[config.mk]
export PLATFORM = sky130hd
export DESIGN_NAME = bitOpUnit
export DESIGN_NICKNAME = d
export VERILOG_FILES = /design/src/rtl/bitOpPkg.sv /design/src/rtl/bitOpCtrl.sv /design/src/rtl/bitOpPath.sv /design/src/rtl/bitOpUnit.sv
export SDC_FILE = /design/constraint.sdc
export NUM_CORES = 1
export LEC_CHECK = 0
export BUFFER_PORTS_ARGS = -buffer_cell sky130_fd_sc_hd__buf_2
export CAP_MARGIN = 20
export CELL_PAD_IN_SITES_DETAIL_PLACEMENT = 0
export CELL_PAD_IN_SITES_GLOBAL_PLACEMENT = 2
export CORE_ASPECT_RATIO = 0.9
export CORE_MARGIN = 3
export CORE_UTILIZATION = 29
export CTS_BUF_LIST = sky130_fd_sc_hd__clkbuf_4
export CTS_CLUSTER_DIAMETER = 30
export DETAILED_ROUTE_END_ITERATION = 10
export PLACE_DENSITY_LB_ADDON = 0.25
export SYNTH_ARGS = -nofsm -noshare
export SYNTH_HDL_FRONTEND = slang
export SYNTH_SLANG_ARGS = --single-unit
[constraint.sdc]
create_clock -name clk -period 4.06 [get_ports clk]
set_input_delay 0.406 -clock clk [delete_from_list [all_inputs] [get_ports clk]]
set_output_delay 0.406 -clock clk [all_outputs]
set_load 0.01 [all_outputs]
[src/rtl/bitOpPkg.sv]
package bitOpPkg;

  typedef enum logic [2:0] {
    OP_SET    = 3'd0,
    OP_CLR    = 3'd1,
    OP_SKT    = 3'd2,
    OP_SKF    = 3'd3,
    OP_SKTCLR = 3'd4,
    OP_AND    = 3'd5,
    OP_OR     = 3'd6,
    OP_XOR    = 3'd7
  } bitOp_e;

  typedef enum logic [1:0] {
    AM_DIRECT = 2'd0,
    AM_WINDOW = 2'd1,
    AM_PAIRL  = 2'd2,
    AM_HPAGE  = 2'd3
  } addrMode_e;

  // Strobes from control to datapath
  typedef struct packed {
    logic capture;  // latch address and bit index
    logic readEn;   // cycle 1: read request
    logic writeEn;  // cycle 2: write back
    logic carryEn;  // cycle 2: update carry
  } strobes_t;

  function automatic logic isLegal(bitOp_e op, addrMode_e m);
    return !(m == AM_DIRECT && (op inside {OP_SKTCLR, OP_AND, OP_OR, OP_XOR}));
  endfunction

endpackage

[src/rtl/bitOpCtrl.sv]
module bitOpCtrl
  import bitOpPkg::*;
#(
  parameter int LEN_W = 2,
  localparam int CYC_W = LEN_W + 1
) (
  input  logic             clk,
  input  logic             rst,
  input  logic             start,
  input  bitOp_e           op,
  input  addrMode_e        mode,
  input  logic [LEN_W-1:0] nextLen,
  input  logic             bitVal,
  output strobes_t         strb,
  output bitOp_e           opQ,
  output logic             busy,
  output logic             done,
  output logic             skipReq,
  output logic             illegal,
  output logic [CYC_W-1:0] cycles
);

  typedef enum logic [1:0] {S_IDLE, S_READ, S_EXEC, S_SKIP} state_e;

  state_e           state;
  logic [LEN_W-1:0] lenQ;
  logic [LEN_W-1:0] remQ;
  logic             doneQ;
  logic             skipQ;
  logic             illQ;
  logic [CYC_W-1:0] cycQ;
  logic             legal;
  logic             skipHit;

  assign legal = isLegal(op, mode);

  always_comb begin
    strb.capture = (state == S_IDLE) && start && legal;
    strb.readEn  = (state == S_READ);
    strb.writeEn = (state == S_EXEC) && (opQ inside {OP_SET, OP_CLR, OP_SKTCLR});
    strb.carryEn = (state == S_EXEC) && (opQ inside {OP_AND, OP_OR, OP_XOR});
    skipHit = (state == S_EXEC) &&
              (((opQ == OP_SKT || opQ == OP_SKTCLR) && bitVal) ||
               ((opQ == OP_SKF) && !bitVal));
  end

  always_ff @(posedge clk) begin
    if (rst) begin
      state <= S_IDLE;
      opQ   <= OP_SET;
      lenQ  <= '0;
      remQ  <= '0;
      doneQ <= 1'b0;
      skipQ <= 1'b0;
      illQ  <= 1'b0;
      cycQ  <= '0;
    end else begin
      doneQ <= 1'b0;
      unique case (state)
        S_IDLE: begin
          if (start) begin
            skipQ <= 1'b0;
            cycQ  <= '0;
            if (legal) begin
              opQ   <= op;
              lenQ  <= nextLen;
              illQ  <= 1'b0;
              state <= S_READ;
            end else begin
              illQ  <= 1'b1;
              doneQ <= 1'b1;
            end
          end
        end
        S_READ: state <= S_EXEC;
        S_EXEC: begin
          skipQ <= skipHit;
          if (skipHit && lenQ != '0) begin
            cycQ  <= CYC_W'(2) + CYC_W'(lenQ);
            remQ  <= lenQ;
            state <= S_SKIP;
          end else begin
            cycQ  <= CYC_W'(2);
            doneQ <= 1'b1;
            state <= S_IDLE;
          end
        end
        S_SKIP: begin
          remQ <= remQ - 1'b1;
          if (remQ == LEN_W'(1)) begin
            doneQ <= 1'b1;
            state <= S_IDLE;
          end
        end
        default: state <= S_IDLE;
      endcase
    end
  end

  assign busy    = (state != S_IDLE);
  assign done    = doneQ;
  assign skipReq = skipQ;
  assign illegal = illQ;
  assign cycles  = cycQ;

  AST_WRITE_FOLLOWS_READ: assert property (@(posedge clk) disable iff (rst)
    strb.writeEn |-> $past(strb.readEn));
  AST_LEGAL_CYCLES: assert property (@(posedge clk) disable iff (rst)
    (doneQ && !illQ) |-> (cycQ >= CYC_W'(2)));
  AST_ILLEGAL_QUIET: assert property (@(posedge clk) disable iff (rst)
    (doneQ && illQ) |-> (!skipQ && cycQ == '0));
  AST_BUSY_START_IGNORED: assert property (@(posedge clk) disable iff (rst)
    (busy && start) |=> $stable(opQ));

endmodule

[src/rtl/bitOpPath.sv]
module bitOpPath
  import bitOpPkg::*;
#(
  parameter int NIB_W = 4,
  localparam int ADDR_W = 2 * NIB_W,
  localparam int BIT_W = $clog2(NIB_W),
  localparam int WIN_ONES = ADDR_W - NIB_W - 1
) (
  input  logic              clk,
  input  logic              rst,
  input  strobes_t          strb,
  input  bitOp_e            opQ,
  input  addrMode_e         mode,
  input  logic [ADDR_W-1:0] operand,
  input  logic [BIT_W-1:0]  bitSel,
  input  logic [NIB_W-1:0]  regH,
  input  logic [NIB_W-1:0]  regL,
  output logic [ADDR_W-1:0] memAddr,
  output logic              memRe,
  input  logic [NIB_W-1:0]  memRdata,
  output logic              memWe,
  output logic [NIB_W-1:0]  memWdata,
  output logic              bitVal,
  output logic              carry
);

  logic [ADDR_W-1:0] addrNext, addrQ;
  logic [BIT_W-1:0]  bitNext, bitQ;
  logic [NIB_W-1:0]  mask;
  logic              carryQ;

  // Address and bit-index formation per mode
  always_comb begin
    addrNext = operand;
    bitNext  = bitSel;
    unique case (mode)
      AM_DIRECT: addrNext = operand;
      AM_WINDOW: addrNext = {{WIN_ONES{1'b1}}, operand[NIB_W], operand[NIB_W-1:0]};
      AM_PAIRL: begin
        addrNext = {operand[ADDR_W-1:BIT_W], regL[NIB_W-1:BIT_W]};
        bitNext  = regL[BIT_W-1:0];
      end
      AM_HPAGE:  addrNext = {regH, operand[NIB_W-1:0]};
      default:   addrNext = operand;
    endcase
  end

  always_ff @(posedge clk) begin
    if (rst) begin
      addrQ <= '0;
      bitQ  <= '0;
    end else if (strb.capture) begin
      addrQ <= addrNext;
      bitQ  <= bitNext;
    end
  end

  assign mask     = NIB_W'(1) << bitQ;
  assign bitVal   = memRdata[bitQ];
  assign memAddr  = addrQ;
  assign memRe    = strb.readEn;
  assign memWe    = strb.writeEn;
  assign memWdata = (opQ == OP_SET) ? (memRdata | mask) : (memRdata & ~mask);

  always_ff @(posedge clk) begin
    if (rst) begin
      carryQ <= 1'b0;
    end else if (strb.carryEn) begin
      unique case (opQ)
        OP_AND:  carryQ <= carryQ & bitVal;
        OP_OR:   carryQ <= carryQ | bitVal;
        OP_XOR:  carryQ <= carryQ ^ bitVal;
        default: carryQ <= carryQ;
      endcase
    end
  end

  assign carry = carryQ;

  AST_CARRY_HOLD: assert property (@(posedge clk) disable iff (rst)
    !strb.carryEn |=> $stable(carryQ));
  AST_WRITE_AFTER_CAPTURE: assert property (@(posedge clk) disable iff (rst)
    strb.writeEn |-> $past(strb.capture, 2));
  AST_LOGIC_NO_WRITE: assert property (@(posedge clk) disable iff (rst)
    strb.carryEn |-> !memWe);

endmodule

[src/rtl/bitOpUnit.sv]
module bitOpUnit
  import bitOpPkg::*;
#(
  parameter int NIB_W = 4,
  parameter int LEN_W = 2,
  localparam int ADDR_W = 2 * NIB_W,
  localparam int BIT_W = $clog2(NIB_W),
  localparam int CYC_W = LEN_W + 1
) (
  input  logic              clk,
  input  logic              rst,
  input  logic              start,
  input  logic [2:0]        op,
  input  logic [1:0]        mode,
  input  logic [ADDR_W-1:0] operand,
  input  logic [BIT_W-1:0]  bitSel,
  input  logic [NIB_W-1:0]  regH,
  input  logic [NIB_W-1:0]  regL,
  input  logic [LEN_W-1:0]  nextLen,
  output logic [ADDR_W-1:0] memAddr,
  output logic              memRe,
  input  logic [NIB_W-1:0]  memRdata,
  output logic              memWe,
  output logic [NIB_W-1:0]  memWdata,
  output logic              carry,
  output logic              skipReq,
  output logic              illegal,
  output logic [CYC_W-1:0]  cycles,
  output logic              busy,
  output logic              done
);

  strobes_t strb;
  bitOp_e   opQ;
  logic     bitVal;

  bitOpCtrl #(.LEN_W(LEN_W)) i_ctrl (
    .clk     (clk),
    .rst     (rst),
    .start   (start),
    .op      (bitOp_e'(op)),
    .mode    (addrMode_e'(mode)),
    .nextLen (nextLen),
    .bitVal  (bitVal),
    .strb    (strb),
    .opQ     (opQ),
    .busy    (busy),
    .done    (done),
    .skipReq (skipReq),
    .illegal (illegal),
    .cycles  (cycles)
  );

  bitOpPath #(.NIB_W(NIB_W)) i_path (
    .clk      (clk),
    .rst      (rst),
    .strb     (strb),
    .opQ      (opQ),
    .mode     (addrMode_e'(mode)),
    .operand  (operand),
    .bitSel   (bitSel),
    .regH     (regH),
    .regL     (regL),
    .memAddr  (memAddr),
    .memRe    (memRe),
    .memRdata (memRdata),
    .memWe    (memWe),
    .memWdata (memWdata),
    .bitVal   (bitVal),
    .carry    (carry)
  );

endmodule

# [After elaboration in Yosys (flattened, before gate mapping)]
# Index checks and enable logic that the tools add are counted.
[totals] ff_bits=26 input_bits=32 output_inout_bits=22 wordCells=96
[classes] addsub=2 magnitude_cmp=1 eq_ne=22 n_shift=1 muxes=23 bitwise=7 n_reduce_logical=29
[op_table] op="case mux 8 bit (4 select lines)" n=1
[op_table] op="== test 3 bit (second input constant)" n=8
[op_table] op="two-way mux 2 bit" n=6
[op_table] op="logical AND 1 bit" n=9
[op_table] op="== test 2 bit (second input constant)" n=4
[op_table] op="case mux 2 bit (4 select lines)" n=1
[op_table] op="AND reduction 2 bit" n=4
[op_table] op="nonzero test 2 bit" n=4
[op_table] op="== test 2 x 1 -> 1 bit (second input constant)" n=3
[op_table] op="== test 3 x 2 -> 1 bit (second input constant)" n=2
[op_table] op="two-way mux 1 bit" n=6
[op_table] op="two-way mux 3 bit" n=2
[op_table] op="inequality test 2 bit (second input constant)" n=3
[op_table] op="case mux 1 bit (3 select lines)" n=2
[op_table] op="case mux 3 bit (2 select lines)" n=1
[op_table] op="AND reduction 3 bit" n=2
[op_table] op="nonzero test 3 bit" n=2
[op_table] op="AND 4 bit" n=1
[op_table] op="logical NOT 2 bit" n=2
[op_table] op="two-way mux 4 bit" n=1
[op_table] op="inverter 4 bit" n=1
[op_table] op="bitwise OR 4 bit" n=1
[op_table] op="case mux 2 bit (2 select lines)" n=1
[op_table] op="nonzero test 4 bit" n=1
[op_table] op="15 further kinds" n=17

# [Logic depth before layout (Yosys ltp)]
# Gate-level depths: netlist of run 1.
[depth] depth_word=9 depth_mapped=8 ltp_nobuf=7

# [Hierarchy]
# A second synthesis of run 1 with hierarchy kept.
[unflattened] hier_cells=156 hier_area_um2=1372.6
[modules_own_cells] mod="bitOpCtrl" n_inst=1 cells_per_inst=85 area_per_inst_um2=730.7 seq_area_each_um2=300.3
[modules_own_cells] mod="bitOpPath" n_inst=1 cells_per_inst=71 area_per_inst_um2=641.9 seq_area_each_um2=220.2

# [Worst setup path after synthesis of run 1]
# Ideal clock, no wire load.
[synth_timing] path_kind="reg2reg" startpoint="register i_path.bitQ[0]" endpoint="register i_ctrl.remQ[0]" setup_ns=0.079 arrival_time_ns=1.672 required_time_ns=3.981 path_slack_ns=2.309 path_stages_with_launch=6 path_buffers=0 period_less_slack_ns=1.751 path_cell_list="dfxtp_1 mux4_2 nor3b_4 o211ai_2 a31oi_1 a211oi_2"
[synth_between] elab_chain_len=9 elab_cells_between_ends=10 classes_between="1 x eq/ne; 2 x mux; 7 x reduce/logical"
[synth_lines] item="from (decl)" line_no="bitOpPath.sv:28" source="logic [BIT_W-1:0] bitNext, bitQ;"
[synth_lines] item="from (signal assigned)" line_no="bitOpPath.sv:54" source="bitQ <= bitNext;"
[synth_lines] item="binary-select mux 1 bit (select 2 bit) *" line_no="bitOpPath.sv:59" source="assign bitVal = memRdata[bitQ];"
[synth_lines] item="two-way mux 1 bit (implied by the code) *" line_no="bitOpPath.sv:59"
[synth_lines] item="logical NOT 1 bit" line_no="bitOpCtrl.sv:44" source="((opQ == OP_SKF) && !bitVal));"
[synth_lines] item="logical AND 1 bit" line_no="bitOpCtrl.sv:44"
[synth_lines] item="logical OR 1 bit *" line_no="bitOpCtrl.sv:43" source="(((opQ == OP_SKT || opQ == OP_SKTCLR) && bitVal) ||"
[synth_lines] item="logical AND 1 bit *" line_no="bitOpCtrl.sv:42" source="skipHit = (state == S_EXEC) &&"
[synth_lines] item="logical AND 1 bit *" line_no="bitOpCtrl.sv:78" source="if (skipHit && lenQ != '0) begin"
[synth_lines] item="inequality test 2 bit (no line) *"
[synth_lines] item="AND reduction 2 bit (no line) *"
[synth_lines] item="to (signal assigned)" line_no="bitOpCtrl.sv:80" source="remQ <= lenQ;"
[synth_lines] item="to (signal assigned)" line_no="bitOpCtrl.sv:89" source="remQ <= remQ - 1'b1;"
[synth_lines] item="to (decl)" line_no="bitOpCtrl.sv:27" source="logic [LEN_W-1:0] remQ;"
# Mark *: on every way between the ends. The rest lies on a longest branch, timed or not. The select of a mux whose other input is x is not followed.
# A chain may end at the register's enable or synchronous reset.

# [Final worst setup path of run 1]
[layout_timing] startpoint="register i_ctrl.state[1]" endpoint="output memWe"
[layout_between] elab_chain_len=2
[layout_lines] item="from (decl)" line_no="bitOpCtrl.sv:25" source="state_e state;"
[layout_lines] item="from (signal assigned)" line_no="bitOpCtrl.sv:49" source="state <= S_IDLE;"
[layout_lines] item="from (signal assigned)" line_no="bitOpCtrl.sv:68" source="state <= S_READ;"
[layout_lines] item="from (signal assigned)" line_no="bitOpCtrl.sv:75" source="S_READ: state <= S_EXEC;"
[layout_lines] item="== test 2 bit" line_no="bitOpCtrl.sv:40" source="strb.writeEn = (state == S_EXEC) && (opQ inside {OP_SET, OP_CLR, OP_SKTCLR});"
[layout_lines] item="logical AND 1 bit" line_no="bitOpCtrl.sv:40"
[layout_lines] item="to (decl)" line_no="bitOpUnit.sv:23" source="output logic memWe,"
# Every way passes these cells.

==> metrics, run 1 <==
clock-pin transition on the worst setup and hold timing paths=0.16 ns; post-CTS setup buffer count=0; Setup Crit Path Kind=reg2out; initial drt markers=44; clk_skew=0.0160 ns; vias per inst=4.76; chip width=76.8 um; Total Die Area=0.00536 mm2; Synth top area share=0.397; Resize count post-CTS=0; DR WL/cell=12.0 um; max-cap violations=0; max incr delay on CP=0.60 ns; Critical Path End Type=output port; CTS Sinks=26; Post-layout nets=250; Hold WS=0.288 ns; post-synthesis mux area share=0.0334; Layout area overhead=27.8%; DP Worst Slack=2.11 ns; wirelength, routed=3290 um; Hold Vio Cnt, Final=0; final setup margin=1.92 ns; grt met2 use=0.207; Max Freq=0.467 GHz; compound-cell area share of the yosys netlist=0.245; first-pass GRT wire length=5720 um; Max-slew headroom=0.546; met3 usage=0.0364; post-synthesis cell count=165; core area=0.00421 mm2; vias in the first global route=1303; share of layout cells above drive strength 1=0.327; Placer Congestion=0.816; Power Density=346 mW/mm2; Sum Neg Setup Slack=0 ns; dpl cells=270; Tot Pwr=0.579 mW; Post-synth top flop=dfxtp_1; setup violators final=0; largest net degree at the start of global routing=27; Synth Register Bits=26; Leakage=0.714 nW; Area contributors post-synth=dfxtp_1 40%, nand2_1 11%, a21oi_1 7.3%; grt total ovfl=0; hold_buf cts=0; die span in y=69.8 um; DP HPWL=2550 um; clk buf depth=2; top-count cell post-synth=nand2_1; First-pass DRT Iterations=4; Antenna Violating Nets Remaining=0; top cells by instance count after synthesis=40 x nand2_1, 26 x dfxtp_1, 19 x a21oi_1, 18 x nor2_1; CP max stage cell=nor2b_1; adder-cell share of the synthesized area=0.0287; Synth Area in XOR/XNOR=0.00669; Synth Area in Simple Gates=0.244; status=completed; initial antenna violation count=0; largest family of logic cells by synthesized area=compound AO/OA/AOI/OAI gates; CTS Buf Count=3; CTS tree=yes; CTS Root Cell=clkbuf_4; fin crit period=2.14 ns; H-tree depth=1; Critical Path Start Type=flip-flop; dominant cell type by area after synthesis=dfxtp_1; worst path arrival time=1.74 ns; sequential area share after synthesis=0.397; Post-Place Cell Area=0.00162 mm2; Cell Area, Synth=0.00131 mm2; # DRC=0; antenna diode count=0; maximum VDD drop=0.176 mV; Port Buffer Count=53; Post-synth EDFFs=0; RSZ-0062 raised after global routing=false; Synth warnings=0; Site Rows=22; crit-path max FO=8; period utilization=0.527; Worst R2R Path Depth=5; final core occ=0.398; worst-margin pin slew=0.680 ns; Mapped Nets=200; fraction of registers with async set/reset=0; CP Cell Sequence=nor2b_1, nand2_1, nor2_1, buf_2; # IOs=54; worst min path class=in2reg; Clk Latency, worst-skew pair=0.33 ns; final slew viol count=0; busiest grt layer=met2; met1 GRT Util=0.167; Hold Crit Depth=3; GRT Total Usage=0.129; Final Non-Filler Cells=274; Final Cell Area=0.00167 mm2; Critical Path RT=3.65 ns; Unique masters post-synth=34; Syn Area/Cell=7.94 um2; Initial Util=0.311; DR vias=1304
## kinds of logic (layout without fill, tap and decap cells)
logic type | count (synthesis) | after routing
mux | 3 | 3
flops | 26 | 26
xor+xnor | 1 | 1
buf+inv | 15 | 64
simple gates | 71 | 71
compound gates | 46 | 46
fa+ha+maj | 3 | 3
## flip-flops by register name (all words and copies together), names as in the netlist
register	count
i_path.bitQ	2
i_path.carry	1
i_ctrl.state	2
i_ctrl.opQ	3
i_ctrl.illegal	1
i_ctrl.lenQ	2
i_ctrl.skipReq	1
i_path.memAddr	8
i_ctrl.done	1
i_ctrl.cycles	3
i_ctrl.remQ	2
## worst paths after layout
check	slack [ns]	start	end
max	1.92	i_ctrl.state[1]$_SDFFE_PP0P_	memWe
max reg2reg	2.12	i_path.bitQ[0]$_SDFFE_PP0P_	i_ctrl.remQ[0]$_SDFFE_PP0P_
min	0.29	operand[3]	i_path.memAddr[3]$_SDFFE_PP0P_
min reg2reg	0.46	i_path.memAddr[7]$_SDFFE_PP0P_	i_path.memAddr[7]$_SDFFE_PP0P_
## layout by cell type (no fill, tap or decap)
cell / count
a211oi_2: 1
a21boi_0: 1
a21oi_1: 19
a311oi_1: 6
a311oi_2: 1
a31o_2: 1
a31oi_1: 3
and2_2: 1
buf_2: 53
buf_4: 1
bufinv_16: 1
clkbuf_4: 3
dfxtp_1: 26
ha_1: 3
inv_1: 6
mux2_2: 1
mux2i_1: 1
mux4_2: 1
nand2_1: 40
nand2b_1: 1
nand3_1: 2
nor2_1: 18
nor2b_1: 4
nor3_1: 1
nor3_4: 1
nor3b_4: 1
o211ai_2: 1
o21ai_0: 6
o21ai_2: 1
o21ai_4: 1
o221ai_1: 3
o41ai_1: 2
or2_1: 1
or2_2: 1
xnor2_1: 1
## metal layers
layer	part of all wire	up-vias
met5	0	-
met4	0.0061	0
met3	0.066	2
met2	0.44	33
met1	0.48	599
li1	-	670
## report_power, final
part / switching (mW) / internal (mW) / total, mW / leakage (nW)
Sequential: 0.0159 / 0.270 / 0.286 / 0.213
Clock: 0.0801 / 0.0998 / 0.180 / 0.0279
Combinational: 0.0628 / 0.0501 / 0.113 / 0.474
## critical path, delay by kind of cell (launching register included)
family | cells | cell delay [ns]
AND/OR/NAND/NOR | 3 | 0.80
flip-flops | 1 | 0.47
buffers and inverters | 1 | 0.13
## cell type report
| class | instances | area [um2] |
|---|---|---|
| inverter | 6 | 22.5 |
| timing repair buffer | 54 | 273 |
| clock buffer | 3 | 22.5 |
| multi-input combinational | 124 | 731 |
| clock inverter | 1 | 30.0 |
| sequential | 26 | 520 |
| fill | 455 | 2540 |
| tap | 60 | 75.1 |
(Power assumes the default switching activity.)
==> run 2: changes to the inputs <==
Settings changed: CORE_UTILIZATION 29 to 24.
Clock period 4.06 ns to 1.9 ns, I/O delays scaled along.
==> metrics, run 2 (same netlist as run 1, synthesis figures left out) <==
crit path from=i_path.bitQ[0]$_SDFFE_PP0P_; First-pass DRT Iterations=4 (unchanged); share of layout cells above drive strength 1=0.350 (+0.0229); Critical Path Start Type=flip-flop; sequential power share=0.543 (+0.049); Placer Congestion=0.704 (-14%); initial antenna violation count=0 (unchanged); vias per inst=4.60 (-3.3%); worst path arrival time=2.04 ns (+0.30 ns); Final Non-Filler Cells=285 (+4.0%); Hold Vio Cnt, Final=0 (unchanged); DP HPWL=2820 um (+11%); Hold WS=0.0792 ns (-0.209 ns); fin crit period=1.79 ns; worst-margin pin slew=0.409 ns (-0.272 ns); chip width=83.9 um (+9.1%); post-CTS setup buffer count=0 (unchanged); net switching fraction of the power=0.305 (+0.0309); CTS Root Cell=clkbuf_4; status=completed; r2r setup slk=0.11 ns (-2.01 ns); Layout area overhead=30.1%; DR WL/cell=12.5 um (+3.6%); H-tree depth=1 (unchanged); CP bufs+invs=0 (-1); CP max stage cell=mux4_2; hold_buf cts=0 (unchanged); Max Freq=0.559 GHz; max FFs per register=8 (unchanged); worst r2r src=i_path.bitQ[0]$_SDFFE_PP0P_; Total Die Area=0.00638 mm2 (+19%); wirelength, routed=3550 um (+7.8%); GRT Total Usage=0.112 (-0.0168); Max-slew headroom=0.727 (+0.181); Critical Path End Type=flip-flop; # DRC=0 (unchanged); dpl cells=282 (+4.4%); CTS tree=yes; CTS Buf Count=3 (unchanged); Leakage=0.735 nW (+2.9%); most frequent cells in the layout=53 x buf_2, 40 x nand2_1, 25 x dfxtp_1; initial drt markers=35 (-20%); period utilization=0.942; CP Cell Sequence=mux4_2, nor3b_4, o211ai_2, a31oi_1, a211oi_2; r2r endpoint=i_ctrl.remQ[0]$_SDFFE_PP0P_; final slew viol count=0 (unchanged); clk_skew=0.0100 ns (-0.00594 ns); setup violators final=0 (unchanged); Worst R2R Path Depth=5 (unchanged); vias in the first global route=1287 (-1.2%); first-pass GRT wire length=5980 um (+4.6%); crit-path max FO=4 (-4); core area=0.00504 mm2 (+20%); antenna diode count=0 (unchanged); maximum VDD drop=0.401 mV (+130%); Clk Latency, worst-skew pair=0.32 ns (about the same); Power Density=653 mW/mm2 (+89%); RSZ-0062 raised after global routing=false; Site Rows=24 (+9.1%); Post-layout nets=257 (+2.8%); DR vias=1312 (+0.61%); Critical Path RT=2.15 ns (-1.50 ns); commonest non-fill, non-tap cell in the layout=buf_2; worst min path class=in2reg; # IOs=54 (unchanged); Pint=0.773 mW (+84%); Initial Util=0.260 (-0.0514); Comb power frac=0.241 (+0.046); max incr delay on CP=0.56 ns (-0.04 ns); clock-pin transition on the worst setup and hold timing paths=0.15 ns (about the same); CTS Sinks=26 (unchanged); die span in y=76.1 um (+9.1%); clk buf depth=2 (unchanged); Setup Crit Path Kind=reg2reg; Crit path depth=5 (+1); grt total ovfl=0 (unchanged); CP delay by family, top=compound AO/OA/AOI/OAI gates; largest net degree at the start of global routing=16 (-41%); max-cap violations=0 (unchanged); Port Buffer Count=53 (unchanged); P_sw=0.340 mW (+110%); Critical Path Sink=i_ctrl.remQ[0]$_SDFFE_PP0P_; Sum Neg Setup Slack=0 ns (unchanged); Clock Power Share=0.216 (-0.095); Antenna Violating Nets Remaining=0 (unchanged)
[run 2: changes by cell type in the layout (fill, tap and decap cells not counted), sizes merged]
cell,previous run,this run
buf,54,61
bufinv,1,0
[run 2: power groups by stage]
| stage | Clock, mW | Combinational, mW | Sequential, mW |
|---|---|---|---|
| after global placement | 0 | 0.269 | 0.615 |
| after floorplan | 0 | 0.156 | 0.615 |
| final | 0.241 | 0.268 | 0.604 |
| after detailed placement | 0 | 0.272 | 0.616 |
| after CTS | 0.260 | 0.274 | 0.604 |
| after global routing | 0.276 | 0.299 | 0.610 |
[run 2: stage by stage]
stage | total power [mW] | utilization | setup WS [ns] | area (um2)
after global placement | 0.884 | 0.333 | 0.170 | 1680
after CTS | 1.14 | 0.338 | 0.0742 | 1700
after detailed placement | 0.888 | 0.333 | 0.107 | 1680
final | 1.11 | 0.338 | 0.110 | 1700
after floorplan | 0.771 | - | 0.149 | 1310
after global routing | 1.19 | 0.338 | 0.0191 | 1700
[run 2: what timing repair did]
action	CTS	global route
hold endpoints to repair	0	0
endpoints found under the setup margin	0	2
resized for setup	0	1
[run 2: area by class of cell]
type                            count  area, um2
Clock buffer                        3       22.5
Fill cell                         571       3340
Inverter                            6       22.5
Multi-Input combinational cell    124        731
Sequential cell                    26        522
Tap cell                           65       81.3
Timing Repair Buffer               61        325
[run 2: how the worst min path moves through the flow]
stage | start | end | slack, ns | cells after the start
2_1_floorplan | nextLen[1] | i_ctrl.lenQ[1]$_SDFFE_PP0P_ | 0.33 | 2
3_3_place_gp | i_path.memAddr[7]$_SDFFE_PP0P_ | i_path.memAddr[7]$_SDFFE_PP0P_ | 0.44 | 2
3_5_place_dp | nextLen[1] | i_ctrl.lenQ[1]$_SDFFE_PP0P_ | 0.44 | 3
4_1_cts | nextLen[1] | i_ctrl.lenQ[1]$_SDFFE_PP0P_ | 0.06 | 3
5_1_grt | nextLen[1] | i_ctrl.lenQ[1]$_SDFFE_PP0P_ | 0.05 | 3
6_report | nextLen[1] | i_ctrl.lenQ[1]$_SDFFE_PP0P_ | 0.08 | 3
[run 2: tightest hold or removal path: stages]
cell and delay [ns]:
buf_2 0.09, nand2_1 0.04, a21oi_1 0.05
[run 2: metal layers]
metal / up-vias / routed length, um / GRT usage
met5: - / 0 / 0
met4: 0 / 23 / 0.0289
met3: 2 / 199 / 0.0303
met2: 32 / 1720 / 0.192
met1: 589 / 1610 / 0.138
li1: 689 / - / -
